===== config.mk =====
export PLATFORM = sky130hd
export DESIGN_NAME = eye_scan_engine
export DESIGN_NICKNAME = d
export VERILOG_FILES = /design/src/rtl/eye_scan_pkg.sv /design/src/rtl/eye_scan_regs.sv /design/src/rtl/eye_scan_fifo.sv /design/src/rtl/eye_scan_seq.sv /design/src/rtl/eye_scan_engine.sv
export SDC_FILE = /design/constraint.sdc
export NUM_CORES = 1
export LEC_CHECK = 0
export CAP_MARGIN = 20
export CORE_MARGIN = 1.5
export CORE_UTILIZATION = 57
export DETAILED_ROUTE_END_ITERATION = 6
export PLACE_DENSITY = 0.77
export SYNTH_ARGS = -nofsm -noshare
export SYNTH_HDL_FRONTEND = slang
export SYNTH_HIERARCHICAL = 1
export SYNTH_SLANG_ARGS = --single-unit
export TNS_END_PERCENT = 10

===== constraint.sdc =====
create_clock -name clk_i -period 2.7 [get_ports clk_i]
set_input_delay 0.54 -clock clk_i [delete_from_list [all_inputs] [get_ports clk_i]]
set_output_delay 0.54 -clock clk_i [all_outputs]
set_load 0.02 [all_outputs]

===== src/rtl/eye_scan_pkg.sv =====
package eye_scan_pkg;
  localparam logic [3:0] A_CFG    = 4'h1;
  localparam logic [3:0] A_MON    = 4'h2;
  localparam logic [3:0] A_SCAN   = 4'h4;
  localparam logic [3:0] A_STREAM = 4'h5;
  localparam logic [3:0] A_HI     = 4'h6;
  localparam logic [3:0] A_LO     = 4'h7;

  localparam logic [7:0] PAD_BYTE = 8'hA5;
  localparam int unsigned PAD_LEN = 4;

  typedef enum logic [2:0] {
    S_IDLE, S_PAD, S_GATE, S_REQ, S_LO
  } seq_state_e;
endpackage


===== src/rtl/eye_scan_regs.sv =====
module eye_scan_regs
  import eye_scan_pkg::*;
(
  input  logic       clk_i,
  input  logic       rst_ni,
  input  logic       wr_i,
  input  logic [3:0] addr_i,
  input  logic [7:0] wdata_i,
  input  logic       auto_pwr_i,
  input  logic [1:0] auto_vrange_i,
  output logic       auto_ctl_o,
  output logic [1:0] vrange_o,
  output logic       lock_mon_o,
  output logic       override_o,
  output logic       fast_en_o,
  output logic       start_o,
  output logic       abort_o,
  output logic       eye_pwr_o,
  output logic [1:0] eye_vrange_o
);
  logic       cfg_we, mon_we, scan_we;
  logic       auto_q, lock_q, ovr_q, fast_q;
  logic [1:0] vr_q;

  assign cfg_we  = wr_i && (addr_i == A_CFG);
  assign mon_we  = wr_i && (addr_i == A_MON);
  assign scan_we = wr_i && (addr_i == A_SCAN);

  always_ff @(posedge clk_i or negedge rst_ni) begin
    if (!rst_ni) begin
      auto_q <= 1'b1;
      vr_q   <= 2'b00;
    end else if (cfg_we) begin
      auto_q <= wdata_i[0];
      vr_q   <= wdata_i[2:1];
    end
  end

  always_ff @(posedge clk_i or negedge rst_ni) begin
    if (!rst_ni) begin
      lock_q <= 1'b1;
      ovr_q  <= 1'b0;
    end else if (mon_we) begin
      lock_q <= wdata_i[0];
      ovr_q  <= wdata_i[1];
    end
  end

  always_ff @(posedge clk_i or negedge rst_ni) begin
    if (!rst_ni)      fast_q <= 1'b0;
    else if (scan_we) fast_q <= wdata_i[0];
  end

  // start needs the enable in the same written value; a cleared enable aborts
  assign start_o = scan_we && wdata_i[1] && wdata_i[0];
  assign abort_o = scan_we && !wdata_i[0];

  assign auto_ctl_o   = auto_q;
  assign vrange_o     = vr_q;
  assign lock_mon_o   = lock_q;
  assign override_o   = ovr_q;
  assign fast_en_o    = fast_q;
  assign eye_pwr_o    = auto_q ? auto_pwr_i : 1'b1;
  assign eye_vrange_o = auto_q ? auto_vrange_i : vr_q;

  p_start_arms_r4: assert property (@(posedge clk_i) disable iff (!rst_ni)
    start_o |=> fast_en_o);
  p_abort_disarms_r12: assert property (@(posedge clk_i) disable iff (!rst_ni)
    abort_o |=> !fast_en_o);
endmodule


===== src/rtl/eye_scan_fifo.sv =====
module eye_scan_fifo #(
  parameter int unsigned DEPTH = 16
) (
  input  logic                         clk_i,
  input  logic                         rst_ni,
  input  logic                         flush_i,
  input  logic                         push_i,
  input  logic [7:0]                   wdata_i,
  input  logic                         pop1_i,
  input  logic                         pop2_i,
  output logic [7:0]                   head_o,
  output logic [7:0]                   next_o,
  output logic [$clog2(DEPTH+1)-1:0]   count_o
);
  localparam int unsigned AW = $clog2(DEPTH);
  localparam int unsigned CW = $clog2(DEPTH + 1);

  logic [7:0]    mem [DEPTH];
  logic [AW-1:0] wr_q, rd_q, wr_d, rd_d;
  logic [CW-1:0] cnt_q, cnt_d, dec;

  always_comb begin
    dec = pop2_i ? CW'(2) : (pop1_i ? CW'(1) : CW'(0));
    if (flush_i) begin
      wr_d  = '0;
      rd_d  = '0;
      cnt_d = '0;
    end else begin
      wr_d  = push_i ? wr_q + AW'(1) : wr_q;
      rd_d  = rd_q + AW'(dec);
      cnt_d = cnt_q + CW'(push_i) - dec;
    end
  end

  always_ff @(posedge clk_i or negedge rst_ni) begin
    if (!rst_ni) begin
      wr_q  <= '0;
      rd_q  <= '0;
      cnt_q <= '0;
    end else begin
      wr_q  <= wr_d;
      rd_q  <= rd_d;
      cnt_q <= cnt_d;
    end
  end

  always_ff @(posedge clk_i) begin
    if (push_i && !flush_i) mem[wr_q] <= wdata_i;
  end

  assign head_o  = mem[rd_q];
  assign next_o  = mem[rd_q + AW'(1)];
  assign count_o = cnt_q;

  p_no_overflow_r10: assert property (@(posedge clk_i) disable iff (!rst_ni)
    (push_i && !flush_i) |-> (cnt_q < CW'(DEPTH)));
  p_pop1_guard_r7: assert property (@(posedge clk_i) disable iff (!rst_ni)
    pop1_i |-> (cnt_q != '0));
  p_pop2_guard_r8: assert property (@(posedge clk_i) disable iff (!rst_ni)
    pop2_i |-> (cnt_q >= CW'(2)));
endmodule


===== src/rtl/eye_scan_seq.sv =====
module eye_scan_seq
  import eye_scan_pkg::*;
#(
  parameter int unsigned PHASE_W = 6,
  parameter int unsigned OFS_W   = 6
) (
  input  logic               clk_i,
  input  logic               rst_ni,
  input  logic               start_i,
  input  logic               abort_i,
  input  logic               room_ok_i,
  input  logic               meas_valid_i,
  input  logic [15:0]        meas_count_i,
  output logic               push_o,
  output logic [7:0]         push_data_o,
  output logic               meas_req_o,
  output logic [PHASE_W-1:0] meas_phase_o,
  output logic [OFS_W-1:0]   meas_ofs_o,
  output logic               busy_o
);
  localparam int unsigned PW = $clog2(PAD_LEN);
  localparam logic [PHASE_W-1:0] PH_LAST  = '1;
  localparam logic [OFS_W-1:0]   OFS_LAST = '1;

  seq_state_e         state_q, state_d;
  logic [PW-1:0]      pad_q, pad_d;
  logic [PHASE_W-1:0] ph_q, ph_d;
  logic [OFS_W-1:0]   ofs_q, ofs_d;
  logic [7:0]         lsb_q, lsb_d;

  always_comb begin
    state_d     = state_q;
    pad_d       = pad_q;
    ph_d        = ph_q;
    ofs_d       = ofs_q;
    lsb_d       = lsb_q;
    push_o      = 1'b0;
    push_data_o = PAD_BYTE;
    unique case (state_q)
      S_PAD: begin
        push_o = 1'b1;
        pad_d  = pad_q + PW'(1);
        if (pad_q == PW'(PAD_LEN - 1)) state_d = S_GATE;
      end
      S_GATE: if (room_ok_i) state_d = S_REQ;
      S_REQ: begin
        if (meas_valid_i) begin
          push_o      = 1'b1;
          push_data_o = meas_count_i[15:8];
          lsb_d       = meas_count_i[7:0];
          state_d     = S_LO;
        end
      end
      S_LO: begin
        push_o      = 1'b1;
        push_data_o = lsb_q;
        ofs_d       = ofs_q + OFS_W'(1);
        state_d     = S_GATE;
        if (ofs_q == OFS_LAST) begin
          ph_d = ph_q + PHASE_W'(1);
          if (ph_q == PH_LAST) state_d = S_IDLE;
        end
      end
      default: state_d = S_IDLE;
    endcase
    if (abort_i) begin
      state_d = S_IDLE;
      push_o  = 1'b0;
    end
    if (start_i) begin
      state_d = S_PAD;
      pad_d   = '0;
      ph_d    = '0;
      ofs_d   = '0;
      push_o  = 1'b0;
    end
  end

  always_ff @(posedge clk_i or negedge rst_ni) begin
    if (!rst_ni) begin
      state_q <= S_IDLE;
      pad_q   <= '0;
      ph_q    <= '0;
      ofs_q   <= '0;
      lsb_q   <= '0;
    end else begin
      state_q <= state_d;
      pad_q   <= pad_d;
      ph_q    <= ph_d;
      ofs_q   <= ofs_d;
      lsb_q   <= lsb_d;
    end
  end

  assign meas_req_o   = (state_q == S_REQ);
  assign meas_phase_o = ph_q;
  assign meas_ofs_o   = ofs_q;
  assign busy_o       = (state_q != S_IDLE);

  p_req_hold_r5: assert property (@(posedge clk_i) disable iff (!rst_ni)
    (meas_req_o && !meas_valid_i && !abort_i && !start_i)
      |=> (meas_req_o && $stable(meas_phase_o) && $stable(meas_ofs_o)));
  p_pad_first_r6: assert property (@(posedge clk_i) disable iff (!rst_ni)
    start_i |=> (abort_i || start_i || (push_o && push_data_o == PAD_BYTE)));
  p_busy_start_r11: assert property (@(posedge clk_i) disable iff (!rst_ni)
    start_i |=> busy_o);
  p_abort_idle_r12: assert property (@(posedge clk_i) disable iff (!rst_ni)
    (abort_i && !start_i) |=> !busy_o);
endmodule


===== src/rtl/eye_scan_engine.sv =====
module eye_scan_engine
  import eye_scan_pkg::*;
#(
  parameter int unsigned PHASE_W    = 6,
  parameter int unsigned OFS_W      = 6,
  parameter int unsigned FIFO_DEPTH = 16
) (
  input  logic               clk_i,
  input  logic               rst_ni,
  input  logic [3:0]         bus_addr_i,
  input  logic               bus_wr_i,
  input  logic               bus_rd_i,
  input  logic [7:0]         bus_wdata_i,
  output logic [7:0]         bus_rdata_o,
  output logic               meas_req_o,
  output logic [PHASE_W-1:0] meas_phase_o,
  output logic [OFS_W-1:0]   meas_ofs_o,
  input  logic               meas_valid_i,
  input  logic [15:0]        meas_count_i,
  input  logic               auto_pwr_i,
  input  logic [1:0]         auto_vrange_i,
  output logic               eye_pwr_o,
  output logic [1:0]         eye_vrange_o,
  output logic               lock_mon_en_o,
  output logic               eye_override_o
);
  localparam int unsigned CW = $clog2(FIFO_DEPTH + 1);

  logic          rst_meta_q, rst_sync_q;
  logic          auto_ctl, fast_en, start_p, abort_p, flush;
  logic [1:0]    vrange;
  logic          push, pop1, pop2, room_ok, busy;
  logic [7:0]    push_data, head, next, rd_val, rdata_q;
  logic [CW-1:0] fcount;

  // asynchronous assert, synchronous release
  always_ff @(posedge clk_i or negedge rst_ni) begin
    if (!rst_ni) begin
      rst_meta_q <= 1'b0;
      rst_sync_q <= 1'b0;
    end else begin
      rst_meta_q <= 1'b1;
      rst_sync_q <= rst_meta_q;
    end
  end

  eye_scan_regs u_regs (
    .clk_i, .rst_ni(rst_sync_q), .wr_i(bus_wr_i), .addr_i(bus_addr_i),
    .wdata_i(bus_wdata_i), .auto_pwr_i, .auto_vrange_i,
    .auto_ctl_o(auto_ctl), .vrange_o(vrange), .lock_mon_o(lock_mon_en_o),
    .override_o(eye_override_o), .fast_en_o(fast_en), .start_o(start_p),
    .abort_o(abort_p), .eye_pwr_o, .eye_vrange_o
  );

  assign flush   = start_p || abort_p;
  assign room_ok = (fcount <= CW'(FIFO_DEPTH - 2));

  eye_scan_seq #(.PHASE_W(PHASE_W), .OFS_W(OFS_W)) u_seq (
    .clk_i, .rst_ni(rst_sync_q), .start_i(start_p), .abort_i(abort_p),
    .room_ok_i(room_ok), .meas_valid_i, .meas_count_i,
    .push_o(push), .push_data_o(push_data), .meas_req_o,
    .meas_phase_o, .meas_ofs_o, .busy_o(busy)
  );

  eye_scan_fifo #(.DEPTH(FIFO_DEPTH)) u_fifo (
    .clk_i, .rst_ni(rst_sync_q), .flush_i(flush), .push_i(push),
    .wdata_i(push_data), .pop1_i(pop1), .pop2_i(pop2),
    .head_o(head), .next_o(next), .count_o(fcount)
  );

  always_comb begin
    rd_val = 8'h00;
    pop1   = 1'b0;
    pop2   = 1'b0;
    unique case (bus_addr_i)
      A_CFG:  rd_val = {5'b0, vrange, auto_ctl};
      A_MON:  rd_val = {6'b0, eye_override_o, lock_mon_en_o};
      A_SCAN: rd_val = {5'b0, busy, 1'b0, fast_en};
      A_STREAM: if (fcount != '0) begin
        rd_val = head;
        pop1   = bus_rd_i;
      end
      A_HI: if (fcount != '0) rd_val = head;
      A_LO: if (fcount >= CW'(2)) begin
        rd_val = next;
        pop2   = bus_rd_i;
      end
      default: rd_val = 8'h00;
    endcase
  end

  always_ff @(posedge clk_i or negedge rst_ni) begin
    if (!rst_ni)        rdata_q <= 8'h00;
    else if (bus_rd_i)  rdata_q <= rd_val;
  end
  assign bus_rdata_o = rdata_q;

  p_req_needs_fast_r12: assert property (@(posedge clk_i) disable iff (!rst_sync_q)
    meas_req_o |-> fast_en);
  p_req_room_r10: assert property (@(posedge clk_i) disable iff (!rst_sync_q)
    meas_req_o |-> (fcount <= CW'(FIFO_DEPTH - 2)));
endmodule


==> metrics.md, run 1 <==
| Metric | Value |
|---|---|
| Critical-path maximum fanout | 2 |
| Die outline width | between 100 and 150 um |
| Category of the worst setup path launch point | flop |
| Area taken by multi-input logic gates | roughly 3800 um^2 |
| Ys async rst share | roughly 30% |
| Outcome | finished, violations left |
| CTS Sinks | 182 |
| Max-capacitance violation count | 0 |
| Data arrival time of the critical path | approximately 3 ns |
| Number of iterations in the first detailed-routing pass | 6 |
| Nets | slightly below 800 |
| DR vias | approximately 5900 |
| Data required time of the worst path | around 3 ns |
| Total CTS buffers | 17 |
| Share of cells above drive strength 1 | a little over a quarter |
| Grt ovf | 0 |
| Vias per std cell | slightly above 6 |
| Post-synth top area cell | sky130_fd_sc_hd__edfxtp_1 |
| Min Clock Period, post-route | 2.75 ns |
| Number of global-route vias before repair | roughly 5800 |
| Hold-fix buffer count after cts | 0 |
| Mean cell area of the mapped netlist | about 15 um^2 |
| Maximum number of pins on one net before global-route repair | 53 |
| Number of flops mapped to enable cells by yosys | 128 |
| Max VDD drop | slightly above 0.6 mV |
| Hold WC Path Type | reg -> async |
| Final HPWL DP | about 14000 um |
| Number of H-tree levels | 4 |
| Worst Setup SP | u_fifo/count_o[1]$_DFF_PN0_ |
| Mapped Nets | ~660 |
| Critical path type | reg -> reg |
| Kind of end point of the critical path | flop |
| Clock tree buffer depth | 2 |
| Violated checks | negative setup slack |
| Setup Viol. Count Final | 2 |
| First-pass GRT wire length | around 33000 um |
| Number of instances in the synthesized netlist | ~600 |
| Total power consumption of the routed design | ~11 mW |
| Number of register bits inferred by synthesis | 182 |
| Remaining number of nets flagged by the antenna check after routing | 0 |
| Fin. Hold Viols | 0 |
| Capture point of the critical path | u_fifo/count_o[4]$_DFF_PN0_ |
| Sequential cell area fraction in the yosys report | between 50% and 60% |
| Number of cells traversed by the worst register-to-register path | 13 |
| Area added between synthesis and finish | 21.2% |
| Period utilization | 102% |
| Leakage | between 4 and 5 nW |
| Initial standard-cell utilization of the core | roughly 60% |
| Minimum setup slack in the final design | -0.0511 ns |
| Share of the synthesized area in the top cell type | a little over two fifths |
| Setup TNS Final | -0.0525 ns |
| Most frequently used flop master after synthesis | sky130_fd_sc_hd__edfxtp_1 |
| Full die area | 17000 um^2 |
| Die Ht | ~130 um |
| Number of antenna violations at the first check in global routing | 1 |
| Max-slew violations | 0 |
| CTS tree | done |
| Routability cong. | 0.831 |
| Number of library cell types mapped by synthesis | 67 |
| Setup slack of the worst register-to-register path | -0.05 ns |
| Wire length per cell after detailed routing | about 23 um |
| Most numerous cell in the Yosys netlist | sky130_fd_sc_hd__edfxtp_1 |
| Netlist area before placement | slightly above 9000 um^2 |
| Max transition margin | between 40 and 50% |
| Top cells by count, synth | sky130_fd_sc_hd__edfxtp_1 (128), sky130_fd_sc_hd__dfrtp_1 (52), sky130_fd_sc_hd__nand2_1 (44) |
| Ports placed on the boundary | 62 |
| Capture instance of the worst register-to-register path | u_fifo/count_o[4]$_DFF_PN0_ |
| First-iteration detailed-routing DRC count | 569 |
| Clock latency of the later-clocked register in the worst-skew pair | 0.43 ns |
| Filler cell count | just under 1000 |
| Top area cells in the synthesized netlist | sky130_fd_sc_hd__edfxtp_1 (42%), sky130_fd_sc_hd__dfrtp_1 (14%), sky130_fd_sc_hd__mux4_2 (8.5%) |
| DR DRC count | 0 |
| Launch point of the worst reg-to-reg path | u_fifo/count_o[1]$_DFF_PN0_ |
| Setup repair after global routing missed its margin | yes |
| Areal power density over the cells | between 1000 and 1500 nW/um^2 |
| Count of yosys warnings during synthesis | 6 |
| Flip-flop and latch area | roughly 5200 um^2 |
| Count of input and output buffers | 56 |
| Post-CTS clock slew at the launch and capture registers of the worst setup and hold paths | roughly 0.070 ns |
| Achievable frequency | approximately 360 MHz |
| Worst clock skew | 0.0117 ns |
| Total wirelength of the detailed-routed design | about 22000 um |
| Global router's overall resource usage | between 20 and 30% |
| Number of standard-cell rows in the floorplan | between 40 and 50 |
| Slew of the pin with the lowest slew margin | 0.875 ns |
| Root Buffer Master | sky130_fd_sc_hd__clkbuf_16 |
| Core outline area | about 16000 um^2 |
==> power breakdown <==
| part | total (mW) | switching, mW | internal [mW] |
|---|---|---|---|
| Combinational | 5.06 | 2.58 | 2.49 |
| Clock | 2.33 | 1.04 | 1.29 |
| Sequential | 3.90 | 0.391 | 3.51 |
==> per-layer routing <==
metal / vias to the layer above / share of wire (%) / global-route usage (%)
li1: 2576 / - / -
met1: 2973 / 38 / 35.1
met2: 281 / 50 / 44.5
met3: 58 / 8.2 / 7.50
met4: 0 / 3.0 / 10.2
met5: - / 0 / 0
==> registers in the layout (all words and copies together), names as in the netlist, 2 cells and up <==
name / cells
u_fifo/mem: 128
u_seq/state_q: 3
bus_rdata_o: 8
u_seq/meas_ofs_o: 6
u_seq/pad_q: 2
u_seq/meas_phase_o: 6
u_regs/vrange_o: 2
u_fifo/count_o: 5
u_fifo/rd_q: 4
u_fifo/wr_q: 4
u_seq/lsb_q: 8
==> worst min-delay path by stage <==
stage,endpoint,slack (ns)
floorplan,bus_rdata_o[0]$_DFFE_PN0P_,0.24
global placement,rst_sync_q$_DFF_PN0_,0.34
detailed placement,rst_sync_q$_DFF_PN0_,0.35
CTS,rst_sync_q$_DFF_PN0_,0.37
global route,u_fifo/rd_q[2]$_DFF_PN0_,0.08
finish,u_fifo/rd_q[2]$_DFF_PN0_,0.08
==> cell type report <==
| type | instances | share of cell area [%] |
|---|---|---|
| timing repair buffer | 129 | 11.5 |
| clock inverter | 12 | 0.761 |
| inverter | 21 | 0.705 |
| multi-input combinational | 364 | 33.8 |
| sequential | 182 | 46.5 |
| tap | 216 | 2.42 |
| clock buffer | 20 | 4.28 |
| antenna | 1 | 0.0224 |
==> critical path, stage by stage (launching register included) <==
cell,delay (ns)
sky130_fd_sc_hd__dfrtp_1,0.38
sky130_fd_sc_hd__or4_4,0.54
sky130_fd_sc_hd__and4_4,0.20
sky130_fd_sc_hd__and2_4,0.16
sky130_fd_sc_hd__nor2b_4,0.13
sky130_fd_sc_hd__ha_4,0.21
sky130_fd_sc_hd__inv_2,0.06
sky130_fd_sc_hd__ha_4,0.13
sky130_fd_sc_hd__inv_2,0.04
sky130_fd_sc_hd__fa_2,0.38
sky130_fd_sc_hd__nor2b_4,0.13
sky130_fd_sc_hd__o21ai_2,0.08
sky130_fd_sc_hd__a21oi_2,0.14
sky130_fd_sc_hd__nor3b_2,0.05
==> cells in the final DEF, fill, tap and decap left out, types with 8 or more instances in the layout <==
cell                              synthesis  final
sky130_fd_sc_hd__xor2_1                   8      8
sky130_fd_sc_hd__nand2_1                 44     44
sky130_fd_sc_hd__edfxtp_1               128    128
sky130_fd_sc_hd__a21oi_1                 15     13
sky130_fd_sc_hd__mux4_2                  35     35
sky130_fd_sc_hd__clkbuf_16                0     18
sky130_fd_sc_hd__mux4_1                  28     28
sky130_fd_sc_hd__clkdlybuf4s50_1          0     56
sky130_fd_sc_hd__mux2_2                   8      8
sky130_fd_sc_hd__ha_1                    16     14
sky130_fd_sc_hd__a211oi_1                 9      9
sky130_fd_sc_hd__and2_1                  17     11
sky130_fd_sc_hd__buf_4                    7     58
sky130_fd_sc_hd__nor2b_1                 22     18
sky130_fd_sc_hd__dfrtp_1                 52     49
sky130_fd_sc_hd__buf_12                   2     14
sky130_fd_sc_hd__xnor2_1                 11     11
sky130_fd_sc_hd__nor2_1                  32     29
sky130_fd_sc_hd__a22oi_1                 22     22
sky130_fd_sc_hd__mux2i_1                 12     12
sky130_fd_sc_hd__inv_1                   21     19
==> cell families (layout without fill, tap and decap cells) <==
kind of cell,Yosys count,in the layout,share of synthesized area [%]
other cells,1,2,0.0407
simple gates,165,165,9.86
xor+xnor,21,21,2.28
flops,182,182,56.3
mux,85,85,19.2
buf+inv,56,182,3.92
fa+ha+maj,18,18,2.60
compound gates,74,74,5.75
==> stage by stage <==
| step | hold slack (ns) | instances | instance area (um^2) | util, % | worst slack, ns |
|---|---|---|---|---|---|
| detailed placement | 0.349 | 906 | 10500 | 66.0 | -0.594 |
| CTS | 0.373 | 942 | 11100 | 70.0 | -0.0923 |
| global placement | 0.342 | 906 | 10500 | 66.0 | -0.460 |
| floorplan | 0.244 | 602 | 9240 | - | -0.174 |
| global route | 0.0809 | 944 | 11200 | 70.6 | -0.128 |
| finish | 0.0753 | 945 | 11200 | 70.6 | -0.0511 |
==> repair_timing <==
item | in CTS | in global routing
setup endpoints to repair | 33 | 131
pin swaps | 5 | 8
gates resized for setup | 9 | 19
buffers inserted | 4 | 1
No activity file was read; power rests on OpenSTA's default activity.
==> run 2: changes to the inputs <==
Settings changed: CORE_MARGIN 1.5 to unset.
==> metrics.md, run 2 (synthesis results as in run 1) <==
| Metric | Value |
|---|---|
| Outcome | finished, violations left (unchanged) |
| Violated checks | negative setup slack (unchanged) |
| Category of the worst setup path launch point | flop (unchanged) |
| Met2 Track Usage GR | 42.3% (was 44.5%) |
| Setup Viol. Count Final | 3 (was 2) |
| Number of H-tree levels | 4 (unchanged) |
| Critical path type | reg -> reg (unchanged) |
| Global router's overall resource usage | 27.0% (was 27.2%) |
| Die outline width | 129 um (was 130 um) |
| Total wirelength of the detailed-routed design | 21200 um (was 21800 um) |
| Maximum number of pins on one net before global-route repair | 54 (was 53) |
| Setup repair after global routing missed its margin | yes (unchanged) |
| Post-Route Utilization | 70.6% (about the same) |
| Count of input and output buffers | 56 (unchanged) |
| Max reg flops | 128 (unchanged) |
| Full die area | 16700 um^2 (was 17000 um^2) |
| Remaining number of nets flagged by the antenna check after routing | 0 (unchanged) |
| Fin. Hold Viols | 0 (unchanged) |
| Register bank with the most flops | u_fifo/mem (unchanged) |
| Clock latency of the later-clocked register in the worst-skew pair | 0.43 ns (about the same) |
| Met3 Use GR | 5.82% (was 7.50%) |
| Top library cells by usage in the layout, fill and taps aside | sky130_fd_sc_hd__edfxtp_1 (128), sky130_fd_sc_hd__clkdlybuf4s50_1 (56), sky130_fd_sc_hd__buf_4 (54), sky130_fd_sc_hd__dfrtp_1 (49), sky130_fd_sc_hd__nand2_1 (44) (was sky130_fd_sc_hd__edfxtp_1 (128), sky130_fd_sc_hd__buf_4 (58), sky130_fd_sc_hd__clkdlybuf4s50_1 (56), sky130_fd_sc_hd__dfrtp_1 (49), sky130_fd_sc_hd__nand2_1 (44)) |
| Clock tree buffer depth | 2 (unchanged) |
| Number of iterations in the first detailed-routing pass | 5 (was 6) |
| Cell area after placement | 10400 um^2 (was 10500 um^2) |
| Routability cong. | 0.811 (was 0.831) |
| Nets | 764 (was 769) |
| Post-CTS clock slew at the launch and capture registers of the worst setup and hold paths | 0.07 ns (about the same) |
| Hold-fix buffer count after cts | 0 (unchanged) |
| Diode count | 0 (was 1) |
| Core outline area | 15800 um^2 (unchanged) |
| Wire length per cell after detailed routing | 22.6 um (was 23.1 um) |
| Max VDD drop | 0.771 mV (was 0.616 mV) |
| Period utilization | 104% (was 102%) |
| Most common library cell in the layout ignoring fill and taps | sky130_fd_sc_hd__edfxtp_1 (unchanged) |
| Data required time of the worst path | 3.01 ns (about the same) |
| Worst Hold Margin | 0.372 ns (was 0.0753 ns) |
| Share of cells above drive strength 1 | 24.9% (was 26.8%) |
| Final HPWL DP | 14400 um (was 14500 um) |
| Leakage | 4.07 nW (was 4.10 nW) |
| Critical-path maximum fanout | 3 (was 2) |
| Post-route cell area | 11200 um^2 (about the same) |
| Area added between synthesis and finish | 21.1% (was 21.2%) |
| Root Buffer Master | sky130_fd_sc_hd__clkbuf_16 (unchanged) |
| Die Ht | 129 um (was 130 um) |
| Number of antenna violations at the first check in global routing | 0 (was 1) |
| Initial standard-cell utilization of the core | 58.3% (unchanged) |
| CTS tree | done (unchanged) |
| Min Clock Period, post-route | 2.80 ns (was 2.75 ns) |
| Number of global-route vias before repair | 5882 (was 5843) |
| Max transition margin | 32.8% (was 41.4%) |
| Grt peak-use layer | met2 (unchanged) |
| Slew of the pin with the lowest slew margin | 1.01 ns (was 0.875 ns) |
| Ports placed on the boundary | 62 (unchanged) |
| Total CTS buffers | 17 (unchanged) |
| Number of standard-cell rows in the floorplan | 46 (unchanged) |
| Grt ovf | 0 (unchanged) |
| Max-capacitance violation count | 0 (unchanged) |
| Minimum setup slack in the final design | -0.0984 ns (was -0.0511 ns) |
| Data arrival time of the critical path | 3.11 ns (was 3.06 ns) |
| Met1 capacity usage during global routing | 36.2% (was 35.1%) |
| First-pass GRT wire length | 32500 um (was 33000 um) |
| DR DRC count | 0 (unchanged) |
| Areal power density over the cells | 1030 nW/um^2 (was 1010 nW/um^2) |
| Hold WC Path Type | reg -> reg (was reg -> async) |
| First-iteration detailed-routing DRC count | 474 (was 569) |
| Kind of end point of the critical path | flop (unchanged) |
| CTS Sinks | 182 (unchanged) |
| Worst clock skew | 0.00899 ns (was 0.0117 ns) |
| DR vias | 5854 (was 5888) |
| Vias per std cell | 6.23 (about the same) |
| Max-slew violations | 0 (unchanged) |
| Achievable frequency | 357 MHz (was 363 MHz) |
[run 2: changes by cell type in the layout (fill, tap and decap cells not counted), moves of 2 or more]
cell,change
sky130_fd_sc_hd__and2_4,-6
sky130_fd_sc_hd__inv_2,-2
sky130_fd_sc_hd__inv_4,-4
sky130_fd_sc_hd__and2_1,+6
sky130_fd_sc_hd__buf_4,-4
sky130_fd_sc_hd__clkinvlp_4,+2
sky130_fd_sc_hd__bufinv_16,+4
sky130_fd_sc_hd__clkbuf_8,-2
sky130_fd_sc_hd__inv_6,+2
[run 2: through the flow]
| stage | TNS [ns] | setup slack, ns | instances | power, mW |
|---|---|---|---|---|
| final | -0.232 | -0.0984 | 939 | 11.5 |
| after global routing | -2.28 | -0.167 | 939 | 12.0 |
| after CTS | -0.180 | -0.143 | 938 | 11.4 |
| after detailed placement | -51.36 | -0.574 | 904 | 8.66 |
| after global placement | -40.65 | -0.458 | 904 | 8.44 |
| after floorplan | -1.79 | -0.174 | 602 | 7.30 |
[run 2: area by class of cell]
class                      count  area (um^2)
clock buffer                  18          429
clock inverter                14          199
tap                          216          270
sequential                   182         5200
fill                         966         4660
multi-input combinational    364         3750
inverter                      21         83.8
timing repair buffer         124         1240
[run 2: where the power goes]
group	switching, mW	total (mW)	internal, mW
combinational	2.51	4.95	2.44
sequential	0.411	3.92	3.51
clock	1.06	2.62	1.56
[run 2: worst max-delay path, stage by stage (launching register included)]
cell and delay (ns):
sky130_fd_sc_hd__dfrtp_1 0.38, sky130_fd_sc_hd__or4_4 0.53, sky130_fd_sc_hd__and4_4 0.20, sky130_fd_sc_hd__and2_4 0.17
sky130_fd_sc_hd__nor2b_4 0.14, sky130_fd_sc_hd__ha_4 0.22, sky130_fd_sc_hd__inv_4 0.05, sky130_fd_sc_hd__ha_4 0.15
sky130_fd_sc_hd__inv_4 0.04, sky130_fd_sc_hd__fa_2 0.41, sky130_fd_sc_hd__nor2b_4 0.14, sky130_fd_sc_hd__o21ai_2 0.07
sky130_fd_sc_hd__a21oi_2 0.13, sky130_fd_sc_hd__nor3b_2 0.05
[run 2: repair_timing]
action,4_1_cts,5_1_grt
setup endpoints to repair,33,132
pin swaps,2,4
gates resized for setup,6,14
hold endpoints to repair,0,0
setup buffers,2,2
[run 2: path summary, 6_finish.rpt]
check	from	end	slack (ns)	cells past startpoint
max	u_fifo/count_o[2]$_DFF_PN0_	u_fifo/count_o[4]$_DFF_PN0_	-0.1	13
min	rst_meta_q$_DFF_PN0_	rst_sync_q$_DFF_PN0_	0.37	0
max reg2reg	u_fifo/count_o[2]$_DFF_PN0_	u_fifo/count_o[4]$_DFF_PN0_	-0.1	13
min reg2reg	rst_meta_q$_DFF_PN0_	rst_sync_q$_DFF_PN0_	0.37	0
max in group asynchronous	rst_sync_q$_DFF_PN0_	u_fifo/rd_q[0]$_DFF_PN0_	1.58	0
min in group asynchronous	rst_ni	bus_rdata_o[4]$_DFFE_PN0P_	0.41	1
[run 2: metal layers]
layer,up-vias,routed length [um]
li1,2569,-
met1,2943,8490
met2,289,10400
met3,53,1660
met4,0,745
met5,-,0
==> run 3: changes to the inputs <==
Settings changed: CORE_MARGIN set to 2.
==> metrics.md, run 3 (synthesis results as in run 1) <==
| Metric | Value |
|---|---|
| Min Clock Period, post-route | 2.78 ns (was 2.80 ns) |
| Number of cells traversed by the worst register-to-register path | 13 (unchanged) |
| Pre-CTS setup slack | -0.553 ns (was -0.574 ns) |
| Critical-path maximum fanout | 5 (was 3) |
| DR vias | 5918 (was 5854) |
| Outcome | finished, violations left (unchanged) |
| Diode count | 0 (unchanged) |
| Worst Hold Margin | 0.101 ns (was 0.372 ns) |
| Worst clock skew | 0.00696 ns (was 0.00899 ns) |
| Most common library cell in the layout ignoring fill and taps | sky130_fd_sc_hd__edfxtp_1 (unchanged) |
| Setup Viol. Count Final | 46 (was 3) |
| Register bank with the most flops | u_fifo/mem (unchanged) |
| Slew of the pin with the lowest slew margin | 0.766 ns (was 1.01 ns) |
| Clock tree buffer depth | 2 (unchanged) |
| Switching share of power | 34.9% (was 34.6%) |
| Part of the power in the clock network | 21.2% (was 22.8%) |
| Number of standard-cell rows in the floorplan | 46 (unchanged) |
| Combinational fraction of design power | 44.8% (was 43.1%) |
| Post-CTS clock slew at the launch and capture registers of the worst setup and hold paths | 0.06 ns (was 0.07 ns) |
| Number of antenna violations at the first check in global routing | 0 (unchanged) |
| Hold WC Path Type | reg -> async (was reg -> reg) |
| Vias per std cell | 6.25 (was 6.23) |
| Met1 capacity usage during global routing | 35.4% (was 36.2%) |
| Final HPWL DP | 14500 um (was 14400 um) |
| Period utilization | 103% (was 104%) |
| Cell type with the highest occurrence count on the critical path | sky130_fd_sc_hd__buf_4 |
| Number of iterations in the first detailed-routing pass | 5 (unchanged) |
| Grt peak-use layer | met2 (unchanged) |
| Maximum number of pins on one net before global-route repair | 46 (was 54) |
| Area added between synthesis and finish | 21.1% (about the same) |
| CTS tree | done (unchanged) |
| Total CTS buffers | 17 (unchanged) |
| Areal power density over the cells | 1030 nW/um^2 (about the same) |
| Critical-path cell list | clkdlybuf4s50_1, buf_4, nor3b_2, nand3b_1, nor2_2, nor3_2, buf_4, nor2b_2, buf_4, and3_1, and2_1, buf_4 (was or4_4, and4_4, and2_4, nor2b_4, ha_4, inv_4, ha_4, inv_4, fa_2, nor2b_4, o21ai_2, a21oi_2, nor3b_2) |
| Total net switching power | 4.00 mW (was 3.97 mW) |
| Grt ovf | 0 (unchanged) |
| Part of the power in registers | 34.1% (about the same) |
| Minimum setup slack in the final design | -0.0798 ns (was -0.0984 ns) |
| Category of the worst setup path launch point | input port (was flop) |
| Max-capacitance violation count | 0 (unchanged) |
| DR DRC count | 0 (unchanged) |
| Setup slack of the worst register-to-register path | -0.05 ns (was -0.1 ns) |
| Share of cells above drive strength 1 | 25.9% (was 24.9%) |
| Achievable frequency | 360 MHz (was 357 MHz) |
| Fin. Hold Viols | 0 (unchanged) |
| Wire length per cell after detailed routing | 23.2 um (was 22.6 um) |
| Max-slew violations | 0 (unchanged) |
| Setup TNS Final | -2.39 ns (was -0.232 ns) |
| Max transition margin | 48.8% (was 32.8%) |
| Capture instance of the worst register-to-register path | u_fifo/count_o[4]$_DFF_PN0_ (unchanged) |
| Remaining number of nets flagged by the antenna check after routing | 0 (unchanged) |
| Die Ht | 131 um (was 129 um) |
| Slowest stage delay, CP | 0.47 ns (was 0.53 ns) |
| Number of global-route vias before repair | 6020 (was 5882) |
| Core outline area | 15800 um^2 (unchanged) |
| First-iteration detailed-routing DRC count | 692 (was 474) |
| Critical path type | in -> reg (was reg -> reg) |
| Root Buffer Master | sky130_fd_sc_hd__clkbuf_16 (unchanged) |
| Met2 Track Usage GR | 41.9% (was 42.3%) |
| Number of H-tree levels | 4 (unchanged) |
| Data arrival time of the critical path | 2.97 ns (was 3.11 ns) |
| Setup repair after global routing missed its margin | yes (unchanged) |
| Max reg flops | 128 (unchanged) |
| Total wirelength of the detailed-routed design | 22000 um (was 21200 um) |
| Kind of end point of the critical path | flop (unchanged) |
| First-pass GRT wire length | 33800 um (was 32500 um) |
| Count of input and output buffers | 56 (unchanged) |
| Clock latency of the later-clocked register in the worst-skew pair | 0.43 ns (about the same) |
| Global router's overall resource usage | 26.0% (was 27.0%) |
| Met3 Use GR | 4.78% (was 5.82%) |
| Crit-path slowest cell | sky130_fd_sc_hd__clkdlybuf4s50_1 (was sky130_fd_sc_hd__or4_4) |
| Routability cong. | 0.811 (about the same) |
| Leakage | 4.10 nW (was 4.07 nW) |
| Initial standard-cell utilization of the core | 58.3% (unchanged) |
| CTS Sinks | 182 (unchanged) |
| Nets | 774 (was 764) |
| Internal | 7.45 mW (was 7.51 mW) |
| Launch point of the worst reg-to-reg path | u_fifo/count_o[2]$_DFF_PN0_ (unchanged) |
| Data required time of the worst path | 2.89 ns (was 3.01 ns) |
| Ports placed on the boundary | 62 (unchanged) |
| Top library cells by usage in the layout, fill and taps aside | sky130_fd_sc_hd__edfxtp_1 (128), sky130_fd_sc_hd__buf_4 (67), sky130_fd_sc_hd__clkdlybuf4s50_1 (56), sky130_fd_sc_hd__dfrtp_1 (49), sky130_fd_sc_hd__nand2_1 (44) (was sky130_fd_sc_hd__edfxtp_1 (128), sky130_fd_sc_hd__clkdlybuf4s50_1 (56), sky130_fd_sc_hd__buf_4 (54), sky130_fd_sc_hd__dfrtp_1 (49), sky130_fd_sc_hd__nand2_1 (44)) |
| Worst Setup SP | bus_addr_i[3] (was u_fifo/count_o[2]$_DFF_PN0_) |
| Die outline width | 131 um (was 129 um) |
| Capture point of the critical path | u_fifo/mem[15][4]$_DFFE_PP_ (was u_fifo/count_o[4]$_DFF_PN0_) |
| Full die area | 17200 um^2 (was 16700 um^2) |
| Violated checks | negative setup slack (unchanged) |
| Max VDD drop | 0.726 mV (was 0.771 mV) |
## run 3: cell count changes in the layout (fill, tap and decap cells not counted), moves of 2 or more
cell,previous run,this run
sky130_fd_sc_hd__buf_4,54,67
sky130_fd_sc_hd__inv_6,4,0
sky130_fd_sc_hd__buf_12,13,10
sky130_fd_sc_hd__clkinv_1,1,3
sky130_fd_sc_hd__inv_2,0,2
sky130_fd_sc_hd__inv_4,2,0
## run 3: how the worst min path moves through the flow
stage                                 end            startpoint  slack (ns)
3_5_place_dp         rst_sync_q$_DFF_PN0_  rst_meta_q$_DFF_PN0_        0.35
3_3_place_gp         rst_sync_q$_DFF_PN0_  rst_meta_q$_DFF_PN0_        0.34
6_report         u_fifo/rd_q[2]$_DFF_PN0_  rst_sync_q$_DFF_PN0_        0.10
4_1_cts              rst_sync_q$_DFF_PN0_  rst_meta_q$_DFF_PN0_        0.37
5_1_grt          u_fifo/rd_q[2]$_DFF_PN0_  rst_sync_q$_DFF_PN0_        0.11
2_1_floorplan  bus_rdata_o[0]$_DFFE_PN0P_                rst_ni        0.24
## run 3: layer usage
layer / routed length [um] / vias up
met2: 11000 / 285
met1: 8490 / 3014
met3: 1840 / 39
met4: 649 / 0
li1: - / 2580
met5: 0 / -
## run 3: repair_timing
| item | in CTS | in global routing |
|---|---|---|
| endpoints found under the setup margin | 1 | 131 |
| hold buffers | 0 | 0 |
| gates resized for setup | 8 | 16 |
| setup buffers | 1 | 4 |
| pin swaps | 6 | 8 |
## run 3: cell type report
type,count,area (um^2)
Sequential cell,182,5200
Fill cell,973,4660
Multi-Input combinational cell,364,3780
Timing Repair Buffer,134,1270
Clock buffer,19,433
Tap cell,216,270
Clock inverter,11,135
Inverter,21,78.8
## run 3: through the flow
stage	util [%]	instance area (um^2)	cells	total power, mW
after floorplan	-	9240	602	7.30
after global placement	66.0	10400	911	8.62
after detailed placement	66.0	10400	911	8.79
after CTS	69.8	11100	942	11.3
after global routing	70.6	11200	947	12.0
final	70.6	11200	947	11.5
## run 3: worst max-delay path, delay by kind of cell
kind	cells	cell delay, ns
buffers and inverters	5	1.10
AND/OR/NAND/NOR	7	1.33
## run 3: power by group through the flow
stage / registers (mW) / logic, mW / clock network, mW
after floorplan: 3.95 / 3.35 / 0
after global placement: 3.91 / 4.71 / 0
after detailed placement: 3.94 / 4.84 / 0
after CTS: 3.90 / 4.96 / 2.44
after global routing: 3.96 / 5.46 / 2.56
final: 3.90 / 5.13 / 2.43
